[config.mk]
export PLATFORM = sky130hd
export DESIGN_NAME = hazard_unit
export DESIGN_NICKNAME = d
export VERILOG_FILES = /design/src/rtl/hzd_pkg.sv /design/src/rtl/hzd_src_match.sv /design/src/rtl/hzd_alu_bypass.sv /design/src/rtl/hzd_id_check.sv /design/src/rtl/hazard_unit.sv
export SDC_FILE = /design/constraint.sdc
export NUM_CORES = 1
export LEC_CHECK = 0
export BUFFER_PORTS_ARGS = -buffer_cell sky130_fd_sc_hd__buf_2
export CAP_MARGIN = 20
export CORE_MARGIN = 10
export CORE_UTILIZATION = 44
export DETAILED_ROUTE_END_ITERATION = 12
export GPL_ROUTABILITY_DRIVEN = 0
export PLACE_DENSITY_LB_ADDON = 0.08
export SYNTH_ARGS = -nofsm -noshare
export SYNTH_HDL_FRONTEND = slang
export SYNTH_SLANG_ARGS = --single-unit
[constraint.sdc]
create_clock -name vclk -period 2.6
set_input_delay 0.39 -clock vclk [all_inputs]
set_output_delay 0.39 -clock vclk [all_outputs]
set_load 0.1 [all_outputs]
[src/rtl/hzd_pkg.sv]
package hzd_pkg;
  // ALU operand source encodings
  typedef enum logic [1:0] {
    FWD_RF  = 2'b00,
    FWD_MEM = 2'b01,
    FWD_WB  = 2'b10
  } fwd_sel_e;
endpackage

[src/rtl/hzd_src_match.sv]
// Compares one source register against a list of producers.
// Register 0 and disabled producers never match.
module hzd_src_match #(
  parameter int REG_W = 5,
  parameter int NPROD = 2
) (
  input  logic [REG_W-1:0]            src,
  input  logic [NPROD-1:0][REG_W-1:0] dst,
  input  logic [NPROD-1:0]            wen,
  output logic [NPROD-1:0]            hit
);
  logic src_live;
  assign src_live = (src != '0);

  for (genvar p = 0; p < NPROD; p++) begin : g_prod
    assign hit[p] = src_live && wen[p] && (dst[p] == src);
  end
endmodule

[src/rtl/hzd_alu_bypass.sv]
// Operand selects for the execute-stage sources.
// Producer 0 = memory stage, producer 1 = writeback.
module hzd_alu_bypass import hzd_pkg::*; #(
  parameter int REG_W = 5,
  parameter int NSRC  = 2
) (
  input  logic [NSRC-1:0][REG_W-1:0] src,
  input  logic [REG_W-1:0]           mem_dst,
  input  logic                       mem_wen,
  input  logic [REG_W-1:0]           wb_dst,
  input  logic                       wb_wen,
  output logic [NSRC-1:0][1:0]       sel
);
  localparam int NPROD = 2;

  logic [NPROD-1:0][REG_W-1:0] pdst;
  logic [NPROD-1:0]            pwen;
  assign pdst = {wb_dst, mem_dst};
  assign pwen = {wb_wen, mem_wen};

  for (genvar s = 0; s < NSRC; s++) begin : g_src
    logic [NPROD-1:0] hit;

    hzd_src_match #(.REG_W(REG_W), .NPROD(NPROD)) u_match (
      .src(src[s]), .dst(pdst), .wen(pwen), .hit(hit)
    );

    always_comb begin
      if (hit[0])      sel[s] = FWD_MEM;   // younger producer first
      else if (hit[1]) sel[s] = FWD_WB;
      else             sel[s] = FWD_RF;
    end

    always_comb begin
      if (sel[s] == FWD_MEM)
        assert_mem_sel_valid_R1: assert (mem_wen && src[s] != '0 && mem_dst == src[s]);
      if (sel[s] == FWD_WB)
        assert_wb_sel_valid_R2: assert (wb_wen && wb_dst == src[s] &&
                                        !(mem_wen && mem_dst == src[s]));
      if (src[s] == '0)
        assert_zero_no_fwd_R4: assert (sel[s] == FWD_RF);
    end
  end
endmodule

[src/rtl/hzd_id_check.sv]
// Decode-stage dependency checks: load-use interlock, branch
// operand readiness, and comparator bypass.
// Producer 0 = execute, producer 1 = memory.
module hzd_id_check #(
  parameter int REG_W = 5,
  parameter int NSRC  = 2
) (
  input  logic [NSRC-1:0][REG_W-1:0] src,
  input  logic [REG_W-1:0]           ex_dst,
  input  logic                       ex_wen,
  input  logic                       ex_load,
  input  logic [REG_W-1:0]           mem_dst,
  input  logic                       mem_wen,
  input  logic                       mem_load,
  input  logic                       branch,
  output logic                       load_use,
  output logic                       br_wait,
  output logic [NSRC-1:0]            cmp_fwd
);
  localparam int NPROD = 2;

  logic [NPROD-1:0][REG_W-1:0] pdst;
  logic [NPROD-1:0]            pwen;
  logic [NSRC-1:0]             lu_s;
  logic [NSRC-1:0]             bw_s;

  assign pdst = {mem_dst, ex_dst};
  assign pwen = {mem_wen, ex_wen};

  for (genvar s = 0; s < NSRC; s++) begin : g_src
    logic [NPROD-1:0] hit;

    hzd_src_match #(.REG_W(REG_W), .NPROD(NPROD)) u_match (
      .src(src[s]), .dst(pdst), .wen(pwen), .hit(hit)
    );

    assign lu_s[s]    = hit[0] && ex_load;
    assign bw_s[s]    = branch && (hit[0] || (hit[1] && mem_load));
    assign cmp_fwd[s] = hit[1] && !mem_load && !hit[0];

    always_comb begin
      if (cmp_fwd[s])
        assert_cmp_fwd_alu_R8: assert (mem_wen && !mem_load && mem_dst == src[s]);
    end
  end

  assign load_use = |lu_s;
  assign br_wait  = |bw_s;
endmodule

[src/rtl/hazard_unit.sv]
// Forwarding and interlock control for a five-stage in-order pipeline.
module hazard_unit #(
  parameter int REG_W = 5
) (
  input  logic [REG_W-1:0] id_src_a,
  input  logic [REG_W-1:0] id_src_b,
  input  logic [REG_W-1:0] ex_src_a,
  input  logic [REG_W-1:0] ex_src_b,
  input  logic [REG_W-1:0] ex_dst,
  input  logic             ex_wen,
  input  logic             ex_load,
  input  logic [REG_W-1:0] mem_dst,
  input  logic             mem_wen,
  input  logic             mem_load,
  input  logic [REG_W-1:0] wb_dst,
  input  logic             wb_wen,
  input  logic             id_branch,
  input  logic             id_br_taken,
  output logic [1:0]       ex_fwd_a,
  output logic [1:0]       ex_fwd_b,
  output logic             id_fwd_a,
  output logic             id_fwd_b,
  output logic             stall,
  output logic             bubble,
  output logic             flush
);
  localparam int NSRC = 2;

  logic [NSRC-1:0][1:0] alu_sel;
  logic [NSRC-1:0]      cmp_fwd;
  logic                 load_use;
  logic                 br_wait;

  hzd_alu_bypass #(.REG_W(REG_W), .NSRC(NSRC)) u_alu (
    .src     ({ex_src_b, ex_src_a}),
    .mem_dst (mem_dst),
    .mem_wen (mem_wen),
    .wb_dst  (wb_dst),
    .wb_wen  (wb_wen),
    .sel     (alu_sel)
  );

  hzd_id_check #(.REG_W(REG_W), .NSRC(NSRC)) u_id (
    .src      ({id_src_b, id_src_a}),
    .ex_dst   (ex_dst),
    .ex_wen   (ex_wen),
    .ex_load  (ex_load),
    .mem_dst  (mem_dst),
    .mem_wen  (mem_wen),
    .mem_load (mem_load),
    .branch   (id_branch),
    .load_use (load_use),
    .br_wait  (br_wait),
    .cmp_fwd  (cmp_fwd)
  );

  assign ex_fwd_a = alu_sel[0];
  assign ex_fwd_b = alu_sel[1];
  assign id_fwd_a = cmp_fwd[0];
  assign id_fwd_b = cmp_fwd[1];
  assign stall    = load_use || br_wait;
  assign bubble   = stall;
  assign flush    = id_branch && id_br_taken && !stall;

  always_comb begin
    if (ex_load && ex_wen && ex_dst != '0 &&
        (ex_dst == id_src_a || ex_dst == id_src_b))
      assert_load_use_stall_R5: assert (stall && bubble);
    if (flush)
      assert_flush_after_ready_R9: assert (!stall && id_branch);
    if (id_branch && mem_load && mem_wen && mem_dst != '0 && mem_dst == id_src_a)
      assert_branch_load_wait_R7: assert (stall && !id_fwd_a);
  end
endmodule

==> results.md <==
* Num sequential at 0
* Placed Instances at 139
* Fraction of layout cells with a size suffix above 1 at 56.45%
* IO Pins at 51
* Slew Limit Headroom at 59.65%
* Cell breakdown of the critical path: buf_2 > or4_1 > nor2_1 > nor4_1 > nor2_1 > and4_1 > buf_12
* Critical path required time at 2210 ps
* Port bufs at 51
* Ys Warns at 0
* Syn Nets at 118
* Mean post-synth cell area at 7.688 sq um
* Non-filler cells, final at 139
* Design Power at 0.0001852 W
* Comb pwr share at 100.0%
* # DRC at 0
* Setup WS pre-CTS at 232.7 ps
* Maximum capacitance violations at 0
* CP max FO at 3
* Tot GR Track Use at 13.14%
* Distinct cell type count after synthesis at 17
* Largest net degree at the start of global routing at 5
* Total net switching power at 0.0001022 W
* Int Pwr at 0.00008295 W
* Arr. time, crit path at 1970 ps
* Nets at 168
* RSZ-0062 raised after global routing: no
* DIE AREA at 3185 sq um
* Clock Buffer Count at 0
* Slowest CP cell: or4_1
* Pre-antenna DRT Iters at 4
* Drt first-iter violations at 4
* Clk pwr share at 0%
* Max VDD drop at 111.6 uV
* Area Growth Syn to Fin at 82.23%
* ANT nets after route at 0
* Drt via density at 5.245
* Slowest stage delay, CP at 510 ps
* Vias in the first global route at 871
* Grt ovf at 0
* Register area at 0 sq um
* Post-Syn Instances at 76
* Post-route minimum period at 2357 ps
* Leakage Power at 0.4129 nW
* Final HPWL DP at 2.088 mm
* Hold_buf cts at 0
* Switching Fraction at 55.20%
* Resize count post-CTS at 0
* WL/cell at 15.78 um
* Core area at 1269 sq um
* Sequential share of power at 0%
* Max Slew Vio Count at 0
* Via count at 729
* Mapped Area at 584.3 sq um
* Crit end category: output pin
* Setup CP Type: in2out
* Status: finished, final reports clean
* Hold WC Path Type: in2out
* First-pass GRT wire length at 3.767 mm
* Die Y-Extent at 56.44 um
* Setup slack after layout at 242.5 ps
* Slew of the pin with the lowest slew margin at 599.7 ps
* Rows at 13
* Seq/Total Area, Yosys at 0%
* Highest clock rate at 424.2 MHz
* Number of antenna violations at the first check in global routing at 0
* Die width at 56.44 um
* Crit path from: id_src_a[2]
* Final setup violating endpoints at 0
* Most frequent CP cell: nor2_1
* Final core utilization at 83.93%
* Startpoint types: primary input
* Antenna diodes at 0
* Post-CTS Setup Bufs at 0
* Final Hold Fails at 0
* Critical Path End: flush
* Fin crit share at 90.67%
* Starting Density at 46.06%
* Pwr dens at 173.9 nW/um^2
* Total Wirelength at 2.193 mm
==> cell usage in the layout (no fill, tap or decap) <==
cell	n
and4_1	1
buf_12	5
buf_2	46
nand2_1	2
nand4_1	8
nor2_1	3
nor2_4	3
nor3b_4	2
nor4_1	3
nor4_2	1
nor4_4	4
o211ai_2	1
o21ai_4	1
or4_1	1
or4_4	3
xnor2_1	24
xnor2_2	4
xor2_1	12
==> worst max-delay path, delay by kind of cell <==
| family | cells | cell delay, ps |
|---|---|---|
| AND/OR/NAND/NOR | 5 | 1280 |
| buffers and inverters | 2 | 300 |
==> synthesized netlist by cell type <==
library cell	count	area share, %
xnor2_1	28	42
xor2_1	12	18
nand4_1	8	8.6
nor4_1	7	7.5
nor2_1	5	3.2
or4_1	3	3.9
nand2_1	2	1.3
nor3b_1	2	2.6
and4_1	1	1.5
buf_1	1	0.64
buf_4	1	1.3
clkbuf_1	1	0.64
nor2_4	1	1.9
nor4_2	1	2.1
o211ai_2	1	2.1
o21ai_0	1	0.86
or4_4	1	1.9
==> per-layer routing <==
metal / wire (um) / track usage, %
met1: 863 / 14.62
met2: 1158 / 25.08
met3: 171 / 3.146
met4: 0 / 0.6873
met5: 0 / 0
==> kinds of logic (layout without fill, tap and decap cells) <==
logic type,Yosys count,count (layout),share of synthesized area [%]
xor gates and xnor gates,40,40,59.96
buffers and inverters,3,51,2.569
and+or+nand+nor,31,31,34.47
AOI/OAI and AO/OA,2,2,2.997
==> through the flow <==
| stage | TNS [ps] | hold slack [ps] | area (sq um) |
|---|---|---|---|
| 2_1_floorplan | -276.2 | 891.5 | 759.5 |
| 3_3_place_gp | 0 | 1193 | 1065 |
| 3_5_place_dp | 0 | 1207 | 1065 |
| 4_1_cts | 0 | 1207 | 1065 |
| 5_1_grt | 0 | 1218 | 1065 |
| 6_report | 0 | 1201 | 1065 |
==> power by group through the flow <==
stage	Combinational [W]	Clock, W	Sequential (W)
3_5_place_dp	0.000186	0	0
2_1_floorplan	0.000113	0	0
3_3_place_gp	0.000181	0	0
6_report	0.000185	0	0
5_1_grt	0.000199	0	0
4_1_cts	0.000186	0	0
==> area by class of cell <==
class                      count  area [sq um]
timing repair buffer          51         330.3
multi-input combinational     73         715.7
tap                           15         18.77
fill                          82         203.9
==> how the worst min path moves through the flow <==
stage / startpoint / end / slack (ps) / cells past startpoint
finish: wb_wen / ex_fwd_a[1] / 1200 / 4
global route: wb_wen / ex_fwd_a[1] / 1220 / 4
CTS: wb_wen / ex_fwd_a[1] / 1210 / 4
detailed placement: wb_wen / ex_fwd_a[1] / 1210 / 4
global placement: wb_wen / ex_fwd_b[1] / 1190 / 4
floorplan: mem_load / id_fwd_a / 890 / 1
Power figures use the tool's default switching activity.
